**src/rtl/mc_pkg.sv**
```systemverilog
package mc_pkg;
  typedef struct packed {
    logic oe_from_pin;
    logic fb_from_input;
    logic in_clk2;
    logic in_bypass;
    logic out_bypass;
    logic st_clk2;
  } cell_cfg_t;
endpackage

```
**src/rtl/mc_cfg_hold.sv**
```systemverilog
module mc_cfg_hold
  import mc_pkg::*;
#(
  parameter int LANES = 4
) (
  input  logic                    clk,
  input  logic                    rst,
  input  cell_cfg_t [LANES-1:0]   cfg_in,
  output cell_cfg_t [LANES-1:0]   cfg_q
);
  // Configuration is captured only under reset and frozen afterwards.
  always_ff @(posedge clk) begin
    if (rst) cfg_q <= cfg_in;
  end

  p_cfg_frozen_r2: assert property (@(posedge clk) disable iff (rst)
    1'b1 |=> $stable(cfg_q));
endmodule

```
**src/rtl/mc_state_reg.sv**
```systemverilog
module mc_state_reg (
  input  logic clk,
  input  logic rst,
  input  logic sclk1_en,
  input  logic sclk2_en,
  input  logic st_clk2,
  input  logic d_term,
  input  logic set_term,
  input  logic clr_term,
  output logic q
);
  logic en;
  assign en = st_clk2 ? sclk2_en : sclk1_en;

  always_ff @(posedge clk) begin
    if (rst)           q <= 1'b0;
    else if (en) begin
      if (clr_term)      q <= 1'b0;
      else if (set_term) q <= 1'b1;
      else               q <= d_term;
    end
  end

  p_clear_wins_r4: assert property (@(posedge clk) disable iff (rst)
    (en && clr_term) |=> !q);
  p_set_loads_r4: assert property (@(posedge clk) disable iff (rst)
    (en && set_term && !clr_term) |=> q);
  p_state_hold_r3: assert property (@(posedge clk) disable iff (rst)
    !en |=> $stable(q));
  p_state_pwrup_r1: assert property (@(posedge clk) disable iff (rst)
    $fell(rst) |-> !q);
endmodule

```
**src/rtl/mc_input_reg.sv**
```systemverilog
module mc_input_reg (
  input  logic clk,
  input  logic rst,
  input  logic iclk1_en,
  input  logic iclk2_en,
  input  logic in_clk2,
  input  logic pin_in,
  output logic q
);
  logic en;
  assign en = in_clk2 ? iclk2_en : iclk1_en;

  always_ff @(posedge clk) begin
    if (rst)     q <= 1'b0;
    else if (en) q <= pin_in;
  end

  p_in_hold_r7: assert property (@(posedge clk) disable iff (rst)
    !en |=> $stable(q));
  p_in_pwrup_r1: assert property (@(posedge clk) disable iff (rst)
    $fell(rst) |-> !q);
endmodule

```
**src/rtl/mc_io_bank.sv**
```systemverilog
module mc_io_bank
  import mc_pkg::*;
#(
  parameter int LANES = 4
) (
  input  logic             clk,
  input  logic             rst,
  input  logic             sclk1_en,
  input  logic             sclk2_en,
  input  logic             iclk1_en,
  input  logic             iclk2_en,
  input  logic             oe_pin,
  input  logic [LANES-1:0] cfg_oe_pin,
  input  logic [LANES-1:0] cfg_fb_in,
  input  logic [LANES-1:0] cfg_iclk2,
  input  logic [LANES-1:0] cfg_ibyp,
  input  logic [LANES-1:0] cfg_obyp,
  input  logic [LANES-1:0] cfg_sclk2,
  input  logic [LANES-1:0] sum_term,
  input  logic [LANES-1:0] xor_term,
  input  logic [LANES-1:0] set_term,
  input  logic [LANES-1:0] clr_term,
  input  logic [LANES-1:0] oe_term,
  input  logic [LANES-1:0] pin_in,
  output logic [LANES-1:0] pin_out,
  output logic [LANES-1:0] pin_oe,
  output logic [LANES-1:0] fb_out
);
  cell_cfg_t [LANES-1:0] cfg_raw;
  cell_cfg_t [LANES-1:0] cfg_q;

  for (genvar g = 0; g < LANES; g++) begin : g_pack
    assign cfg_raw[g] = '{oe_from_pin:   cfg_oe_pin[g],
                          fb_from_input: cfg_fb_in[g],
                          in_clk2:       cfg_iclk2[g],
                          in_bypass:     cfg_ibyp[g],
                          out_bypass:    cfg_obyp[g],
                          st_clk2:       cfg_sclk2[g]};
  end

  mc_cfg_hold #(.LANES(LANES)) u_cfg (
    .clk(clk), .rst(rst), .cfg_in(cfg_raw), .cfg_q(cfg_q)
  );

  for (genvar g = 0; g < LANES; g++) begin : g_lane
    logic d_val, st_q, in_q, in_path, drv_val;

    assign d_val = sum_term[g] ^ xor_term[g];

    mc_state_reg u_st (
      .clk(clk), .rst(rst), .sclk1_en(sclk1_en), .sclk2_en(sclk2_en),
      .st_clk2(cfg_q[g].st_clk2), .d_term(d_val),
      .set_term(set_term[g]), .clr_term(clr_term[g]), .q(st_q)
    );

    mc_input_reg u_in (
      .clk(clk), .rst(rst), .iclk1_en(iclk1_en), .iclk2_en(iclk2_en),
      .in_clk2(cfg_q[g].in_clk2), .pin_in(pin_in[g]), .q(in_q)
    );

    assign in_path    = cfg_q[g].in_bypass ? pin_in[g] : in_q;
    assign drv_val    = cfg_q[g].out_bypass ? d_val : st_q;
    assign pin_oe[g]  = cfg_q[g].oe_from_pin ? oe_pin : oe_term[g];
    assign pin_out[g] = pin_oe[g] & drv_val;
    assign fb_out[g]  = cfg_q[g].fb_from_input ? in_path : st_q;

    p_oe_source_r6: assert property (@(posedge clk) disable iff (rst)
      (cfg_q[g].oe_from_pin && !oe_pin) |-> !pin_oe[g]);
    p_quiet_pin_r6: assert property (@(posedge clk) disable iff (rst)
      !pin_oe[g] |-> !pin_out[g]);
    p_fb_state_r9: assert property (@(posedge clk) disable iff (rst)
      (!cfg_q[g].fb_from_input) |-> (fb_out[g] == st_q));
  end
endmodule

```
**config.mk**
```make
export PLATFORM = sky130hd
export DESIGN_NAME = mc_io_bank
export DESIGN_NICKNAME = d
export VERILOG_FILES = /design/src/rtl/mc_pkg.sv /design/src/rtl/mc_cfg_hold.sv /design/src/rtl/mc_state_reg.sv /design/src/rtl/mc_input_reg.sv /design/src/rtl/mc_io_bank.sv
export SDC_FILE = /design/constraint.sdc
export NUM_CORES = 1
export LEC_CHECK = 0
export CORE_UTILIZATION = 37
export CTS_BUF_LIST = sky130_fd_sc_hd__clkbuf_4
export DETAILED_ROUTE_END_ITERATION = 6
export PLACE_DENSITY = 0.78
export SLEW_MARGIN = 20
export SYNTH_ARGS = -nofsm -noshare
export SYNTH_HDL_FRONTEND = slang
export SYNTH_SLANG_ARGS = --single-unit
export TNS_END_PERCENT = 5
```
**constraint.sdc**
```tcl
create_clock -name clk -period 0.9 [get_ports clk]
set_input_delay 0.135 -clock clk [delete_from_list [all_inputs] [get_ports clk]]
set_output_delay 0.135 -clock clk [all_outputs]
set_load 0.01 [all_outputs]
```
==> results of run 1 <==
per-stage QoR:
stage	std cells	setup TNS, ps
after floorplan	93	-319
after global placement	209	-16980
after detailed placement	209	-17770
after CTS	216	-6140
after global routing	216	-6930
final	216	-5760
layout by cell type (no fill, tap or decap):
cell,instances
a21oi_1,6
xor2_1,2
o41ai_1,2
inv_1,2
nor2_1,10
mux2i_1,16
clkinv_2,1
nand3b_1,2
a211o_1,2
a21boi_4,2
buf_2,9
clkbuf_4,6
nand2_1,6
mux2_4,3
mux2_2,1
dfxtp_1,8
o211a_1,2
buf_6,3
clkdlybuf4s50_1,54
xnor2_1,2
edfxtp_1,24
buf_4,4
nand2b_1,2
buf_12,1
kinds of logic after synthesis:
family / Yosys count / synth area share [%]
xor gates and xnor gates: 4 / 2.65
and+or+nand+nor: 20 / 6.63
buffers and inverters: 3 / 0.853
DFF: 32 / 66.7
AOI/OAI and AO/OA: 14 / 7.58
muxes: 20 / 15.5
state kept, by name, indices dropped and copies added (netlist names):
register	count
g_lane.u_st.q	4
g_lane.u_in.q	4
u_cfg.cfg_q	24
final timing paths:
kind / startpoint / endpoint / slack (ps) / cells past startpoint
setup / recovery: u_cfg.cfg_q[17] / pin_out[2] / -550 / 3
hold / removal: cfg_obyp[0] / u_cfg.cfg_q[1] / 350 / 1
setup reg to reg: u_cfg.cfg_q[0] / g_lane[0].u_st.q / -70 / 3
hold reg to reg: g_lane[0].u_in.q / g_lane[0].u_in.q / 510 / 2
routing by layer:
metal | GRT usage [%] | vias to the layer above
met1 | 17.8 | 467
met4 | 10.5 | 0
li1 | - | 499
met2 | 29.0 | 48
met5 | 0 | -
met3 | 5.80 | 6
power groups by stage:
stage | registers [uW] | clock network [uW] | logic [uW]
after floorplan | 1780 | 0 | 228
after global placement | 1790 | 0 | 654
after detailed placement | 1800 | 0 | 672
after CTS | 1770 | 815 | 634
after global routing | 1780 | 888 | 675
final | 1760 | 787 | 631
critical path, stage by stage (launching register included):
cell,delay (ps)
edfxtp_1,410
mux2_4,320
a21boi_4,130
buf_2,130
area by class of cell:
class,count,area [sq um],share of cell area [%]
clock buffer,6,45.0,2.12
inverter,2,7.51,0.353
clock inverter,1,5.00,0.235
sequential,32,881,41.4
multi-input combinational,58,462,21.7
tap,46,57.6,2.71
timing repair buffer,71,669,31.5
timing repair:
item,4_1_cts,5_1_grt
pin swaps,8,1
setup endpoints to repair,20,20
setup buffers,0,0
cloned,0,0
gates resized for setup,51,1
hold buffers,0,0
==> results.md, run 1 <==
* Status: finished with violations
* Failing checks: setup timing
* Worst setup SP type: flop
* Routed metal-1 wire length at 1140 um
* Syn_area_per_cell at between 10 and 15 sq um
* Total congestion overflow at 0
* Final setup vio count at 20
* N_diodes at 0
* Fin crit period at between 1000 and 1500 ps
* Number of I/O port buffers at 66
* Synth cell types at 17
* Maximum clock frequency at just under 700 MHz
* Top-count cell post-synth: edfxtp_1
* Post-place setup slack at -869 ps
* Die area at 3810 sq um
* All-Layer GR Usage at between 10% and 20%
* Slew Limit Headroom at 82.7%
* Pwr Density at between 1000 and 1500 nW/um^2
* Met3 WL at between 200 and 300 um
* Area contributors post-synth: edfxtp_1 55%, dfxtp_1 12%, mux2i_1 12%
* Top sig layer: met4
* Synth Flop Type: edfxtp_1
* Yosys top cell area share at 54.6%
* Number of global-route vias before repair at just under 1000
* Avg WL per Cell at between 10 and 15 um
* Layout Nets at roughly 230
* Area of the core at ~3400 sq um
* Initial antenna violation count at 0
* Post-synth EDFFs at 24
* CP endpoint kind: output pin
* Skew final at 2.90 ps
* Routability cong. at between 0.6 and 0.7
* Worst VDD drop at 898 uV
* Clk Latency, worst-skew pair at 330 ps
* Register area share after synthesis at 66.7%
* Post-route ant nets at 0
* Post-Syn Instances at slightly above 90
* TritonCTS buffer count at 5
* Mapped Nets at ~150
* Int Pwr at roughly 2400 uW
* DRC Markers at 0
* Layout cells sized above 1 at roughly 18%
* Critical path class: reg2out
* Area leader, netlist: edfxtp_1
* Clock transition at the registers of the reported paths at around 90 ps
* Final Hold Fails at 0
* Least-Margin Pin Slew at 256 ps
* Root buf cell: clkbuf_4
* Largest net degree at the start of global routing at 35
* Switch share at a little under a quarter
* Die Y at 61.7 um
* FP Rows at 21
* Period utilisation layout at 162%
* P&R area growth vs syn at 61.1%
* RSZ-0062 raised after global routing: true
* Hold crit path type: in2reg
* Filler Cell Count at between 200 and 300
* WL final at 2940 um
* Post-layout instance area at about 2100 sq um
* MaxCap Viol Count at 0
* Leak at 0.000869 uW
* Detail Placement HPWL at 2290 um
* Die Width at 61.7 um
* Iteration-0 DRC Markers at 20
* Routed wl met2 at around 1500 um
* WP data required at between 700 and 800 ps
* CTS H-tree lvls at 2
* Synthesis Warnings at 0
* Hold WS at 349 ps
* Initial cell density of the core at between 30% and 40%
* Final worst slack at -555 ps
* Logic pwr share at just under 20%
* Reg power frac at between 50% and 60%
* Clock share of power at between 20% and 30%
* Slew Limit Fails at 0
* Avg Vias per Cell at approximately 4.7
* Clk buf depth at 2
* Yosys reg bits at 32
* Clock Sinks at 32
* Final Util at around 63%
* Worst-path fanout max at 2
* CTS tree: done
* Post-synthesis cell area at roughly 1300 sq um
* Vias at just over 1000
* I/O pin total at 67
* P_sw at about 750 uW
* First-pass iteration count of the detailed router at 4
* Most instantiated cells after synthesis: 24 x edfxtp_1, 16 x mux2i_1, 10 x nor2_1
* Wire length of the first global-routing pass at between 4000 and 5000 um
* Dpl cell area at roughly 2100 sq um
* Critical Path AT at around 1300 ps
* Power Total at 3180 uW
* Async set or reset register ratio after synthesis at 0%
Power figures use the tool's default switching activity.
==> inputs of run 2 (changes only) <==
Settings changed: GPL_ROUTABILITY_DRIVEN set to 0, REMOVE_ABC_BUFFERS set to 1.
==> results.md, run 2 (synthesis results as in run 1) <==
* All-Layer GR Usage at 16.2%
* Period utilisation layout at 158%
* WL final at about 2900 um
* Number of I/O port buffers at 66
* Dpl cell area at between 2000 and 2500 sq um
* Die Y at 61.7 um
* Clock Sinks at 32
* TNS Setup at -5490 ps
* DRC Markers at 0
* Post-place setup slack at -860 ps
* Top Registers: u_cfg.cfg_q (24), g_lane.u_in.q (4), g_lane.u_st.q (4)
* Status: finished with violations
* Detail Placement HPWL at 2170 um
* FP Rows at 21
* Iteration-0 DRC Markers at 12
* Max reg flops at 24
* Leak at about 0.00085 uW
* Fin crit period at roughly 1400 ps
* N_diodes at 0
* Hold crit path type: in2reg
* P&R area growth vs syn at 59.3%
* Initial antenna violation count at 0
* Clk buf depth at 2
* Number of global-route vias before repair at approximately 940
* Layout cells sized above 1 at roughly 18%
* Failing checks: setup timing
* Worst VDD drop at ~740 uV
* Worst-path cell with the longest stage delay: edfxtp_1
* Die area at around 3800 sq um
* Avg WL per Cell at ~13 um
* Wire length of the first global-routing pass at 4200 um
* Most common cell after layout, fill and taps aside: clkdlybuf4s50_1
* Filler Cell Count at between 200 and 300
* CTS H-tree lvls at 2
* Clock share of power at 24.3%
* P_sw at roughly 740 uW
* Post-layout instance area at between 2000 and 2500 sq um
* Total congestion overflow at 0
* Int Pwr at 2390 uW
* Slew Limit Headroom at 83.8%
* Clock transition at the registers of the reported paths at ~100 ps
* Power Total at roughly 3100 uW
* Critical Path AT at between 1000 and 1500 ps
* I/O pin total at 67
* Largest net degree at the start of global routing at 35
* Die Width at around 62 um
* Slew Limit Fails at 0
* Reg power frac at 56.4%
* Vias at 1002
* WP data required at roughly 760 ps
* Most frequent cells in the layout: 54 x clkdlybuf4s50_1, 24 x edfxtp_1, 16 x mux2i_1
* Initial cell density of the core at between 30% and 40%
* Switch share at a little under a quarter
* Root buf cell: clkbuf_4
* Skew final at roughly 2.6 ps
* Largest reg by FF count: u_cfg.cfg_q
* Post-route ant nets at 0
* Critical path class: reg2out
* Least-Margin Pin Slew at ~240 ps
* Clk Latency, worst-skew pair at around 320 ps
* MaxCap Viol Count at 0
* Logic pwr share at between 10% and 20%
* Hold-fix buffers at CTS at 0
* Avg Vias per Cell at ~4.6
* Worst setup SP type: flop
* Final Hold Fails at 0
* Worst-path fanout max at 2
* Slowest stage delay, CP at approximately 400 ps
* Worst-path cell chain: mux2_4, o211a_1, buf_6
* Pwr Density at 1490 nW/um^2
* Maximum clock frequency at just over 700 MHz
* RSZ-0062 raised after global routing: true
* CP endpoint kind: output pin
* CTS tree: done
* Hold WS at 356 ps
* Layout Nets at ~230
* Area of the core at approximately 3400 sq um
* Final setup vio count at 20
* TritonCTS buffer count at 5
* Final worst slack at -520 ps
* First-pass iteration count of the detailed router at 4
## run 2: layer usage
| metal | vias up | global-route usage (%) | wire [um] |
|---|---|---|---|
| li1 | 501 | - | - |
| met1 | 463 | 18.1 | 1200 |
| met2 | 36 | 27.2 | 1440 |
| met3 | 2 | 6.42 | 204 |
| met4 | 0 | 7.62 | 26 |
| met5 | - | 0 | 0 |
## run 2: final cells by class
cell class                      count  area (sq um)  share of cell area [%]
Clock inverter                      3          13.8                   0.654
Sequential cell                    32           881                    41.9
Tap cell                           46          57.6                    2.74
Timing Repair Buffer               71           663                    31.5
Clock buffer                        5          37.5                    1.78
Multi-Input combinational cell     58           443                    21.1
Inverter                            2          7.51                   0.357
## run 2: stage by stage
step	std cells	util (%)
6_report	217	62.1
5_1_grt	217	62.1
4_1_cts	217	61.7
3_5_place_dp	209	61.5
3_3_place_gp	209	61.5
2_1_floorplan	92	-
## run 2: critical path, delay by kind of cell (launching register included)
kind            cells  cell delay, ps
flops               1             400
mux                 1             320
compound gates      1             120
buf+inv             1             120
## run 2: what timing repair did
item                                    CTS  global route
endpoints found under the setup margin   20            20
buffers inserted                          0             0
gates resized for setup                  52             4
pin swaps                                 7             3
endpoints found under the hold margin     0             0
## run 2: path summary, 6_finish.rpt
path / slack [ps] / end / depth (start not counted) / startpoint
setup / recovery: -520 / pin_out[3] / 3 / u_cfg.cfg_q[23]
hold reg to reg: 500 / g_lane[3].u_in.q / 2 / g_lane[3].u_in.q
hold / removal: 360 / u_cfg.cfg_q[5] / 1 / cfg_oe_pin[0]
setup reg to reg: -130 / g_lane[0].u_st.q / 3 / u_cfg.cfg_q[0]
## run 2: power groups by stage
stage          clock network (uW)  registers, uW  logic, uW
3_3_place_gp                    0           1790        627
4_1_cts                       789           1760        600
5_1_grt                       861           1780        655
6_report                      760           1760        603
2_1_floorplan                   0           1780        200
3_5_place_dp                    0           1800        641
==> inputs of run 3 (changes only) <==
Settings changed: CORE_MARGIN set to 1.5.
==> results.md, run 3 (synthesis results as in run 1) <==
* Max reg flops at 24
* First-pass iteration count of the detailed router at 4
* Worst-path cell with the longest stage delay: edfxtp_1
* Die Y at roughly 63 um
* P_sw at 715 uW
* CP endpoint kind: output pin
* Number of global-route vias before repair at 1094
* Switch share at a little under a quarter
* Clk buf depth at 2
* Final worst slack at -528 ps
* Worst-path fanout max at 2
* N_diodes at 0
* Placed cells at ~210
* Pwr Density at roughly 1500 nW/um^2
* WP data required at 760 ps
* Layout Nets at roughly 220
* Clk Latency, worst-skew pair at 330 ps
* Clock Sinks at 32
* Reg power frac at about 57%
* TritonCTS buffer count at 5
* All-Layer GR Usage at about 16%
* Clock share of power at 23.2%
* Total congestion overflow at 0
* Worst-path cell chain: mux2_4, o211a_1, buf_2
* Root buf cell: clkbuf_4
* Slew Limit Fails at 0
* Detail Placement HPWL at 2300 um
* Delay-heaviest family, CP: flip-flops
* Hold crit path type: in2reg
* Period utilisation layout at 159%
* Status: finished with violations
* Slew Limit Headroom at between 80% and 90%
* WL final at around 3000 um
* Vias at between 1000 and 1500
* Die area at roughly 3900 sq um
* Worst setup SP type: flop
* Clock transition at the registers of the reported paths at ~90 ps
* Power Total at 3080 uW
* Number of I/O port buffers at 66
* Fin crit period at around 1400 ps
* Initial cell density of the core at 38.9%
* Slowest stage delay, CP at about 410 ps
* I/O pin total at 67
* Hold WS at around 360 ps
* Final Hold Fails at 0
* DRC Markers at 0
* Reg-to-reg slack, setup at -100 ps
* Maximum clock frequency at approximately 700 MHz
* Buf+Inv Stages, Crit Path at 1
* Hold-fix buffers at CTS at 0
* Skew final at roughly 3.6 ps
* Area of the core at 3390 sq um
* Failing checks: setup timing
* Worst VDD drop at between 600 and 700 uV
* Final Util at 61.9%
* FP Rows at 21
* Most common cell after layout, fill and taps aside: clkdlybuf4s50_1
* Leak at about 0.00084 uW
* Largest net degree at the start of global routing at 35
* Iteration-0 DRC Markers at 47
* Top Registers: u_cfg.cfg_q (24), g_lane.u_in.q (4), g_lane.u_st.q (4)
* Finished Layout Cells at approximately 220
* Die Width at around 63 um
* Most frequent cells in the layout: 54 x clkdlybuf4s50_1, 24 x edfxtp_1, 15 x mux2i_1
* Wire length of the first global-routing pass at 4810 um
* RSZ-0062 raised after global routing: true
* CTS H-tree lvls at 2
* Initial antenna violation count at 0
* Avg Vias per Cell at between 4 and 5
* Post-CTS setup buffer count at 0
* MaxCap Viol Count at 0
* CTS tree: done
* Largest reg by FF count: u_cfg.cfg_q
* TNS Setup at -5610 ps
* Critical Path AT at ~1300 ps
* Layout cells sized above 1 at roughly 17%
* Avg WL per Cell at 14.2 um
* Logic pwr share at between 10% and 20%
* P&R area growth vs syn at 58.9%
* Critical path class: reg2out
* Final setup vio count at 20
* Least-Margin Pin Slew at 272 ps
* Int Pwr at around 2400 uW
* Post-route ant nets at 0
## run 3: layer usage
layer  GRT usage (%)  up-vias  wire, um
li1                -      499         -
met1            17.8      456      1230
met2            27.8       39      1550
met3            6.49        9       213
met4            8.33        0        69
met5               0        -         0
## run 3: through the flow
| step | area [sq um] | setup WS (ps) |
|---|---|---|
| 2_1_floorplan | 1320 | -164 |
| 3_3_place_gp | 2080 | -809 |
| 3_5_place_dp | 2080 | -889 |
| 4_1_cts | 2070 | -552 |
| 5_1_grt | 2100 | -596 |
| 6_report | 2100 | -528 |
## run 3: layout make-up
type                       count  area, sq um
clock buffer                   5         37.5
clock inverter                 2         7.51
fill                         279         1290
inverter                       2         7.51
multi-input combinational     58          458
sequential                    32          881
tap                           46         57.6
timing repair buffer          70          648
## run 3: power groups by stage
| stage | combinational [uW] | sequential [uW] | clock (uW) |
|---|---|---|---|
| final | 601 | 1760 | 714 |
| after global routing | 646 | 1780 | 818 |
| after CTS | 594 | 1760 | 745 |
| after detailed placement | 638 | 1800 | 0 |
| after global placement | 619 | 1790 | 0 |
| after floorplan | 200 | 1780 | 0 |
## run 3: worst reg2reg max path, stage by stage (launching register included)
cell	delay, ps
edfxtp_1	390
mux2i_1	160
a211o_1	260
a21oi_2	140
## run 3: timing repair
action / in CTS / in global routing
gates resized for setup: 50 / 5
pin swaps: 10 / 2
setup endpoints to repair: 20 / 20
gates cloned: 0 / 0
## run 3: worst paths after layout
kind / from / endpoint / depth (start not counted)
max: u_cfg.cfg_q[23] / pin_out[3] / 3
min: cfg_ibyp[0] / u_cfg.cfg_q[2] / 1
max reg2reg: u_cfg.cfg_q[0] / g_lane[0].u_st.q / 3
min reg2reg: g_lane[1].u_in.q / g_lane[1].u_in.q / 2
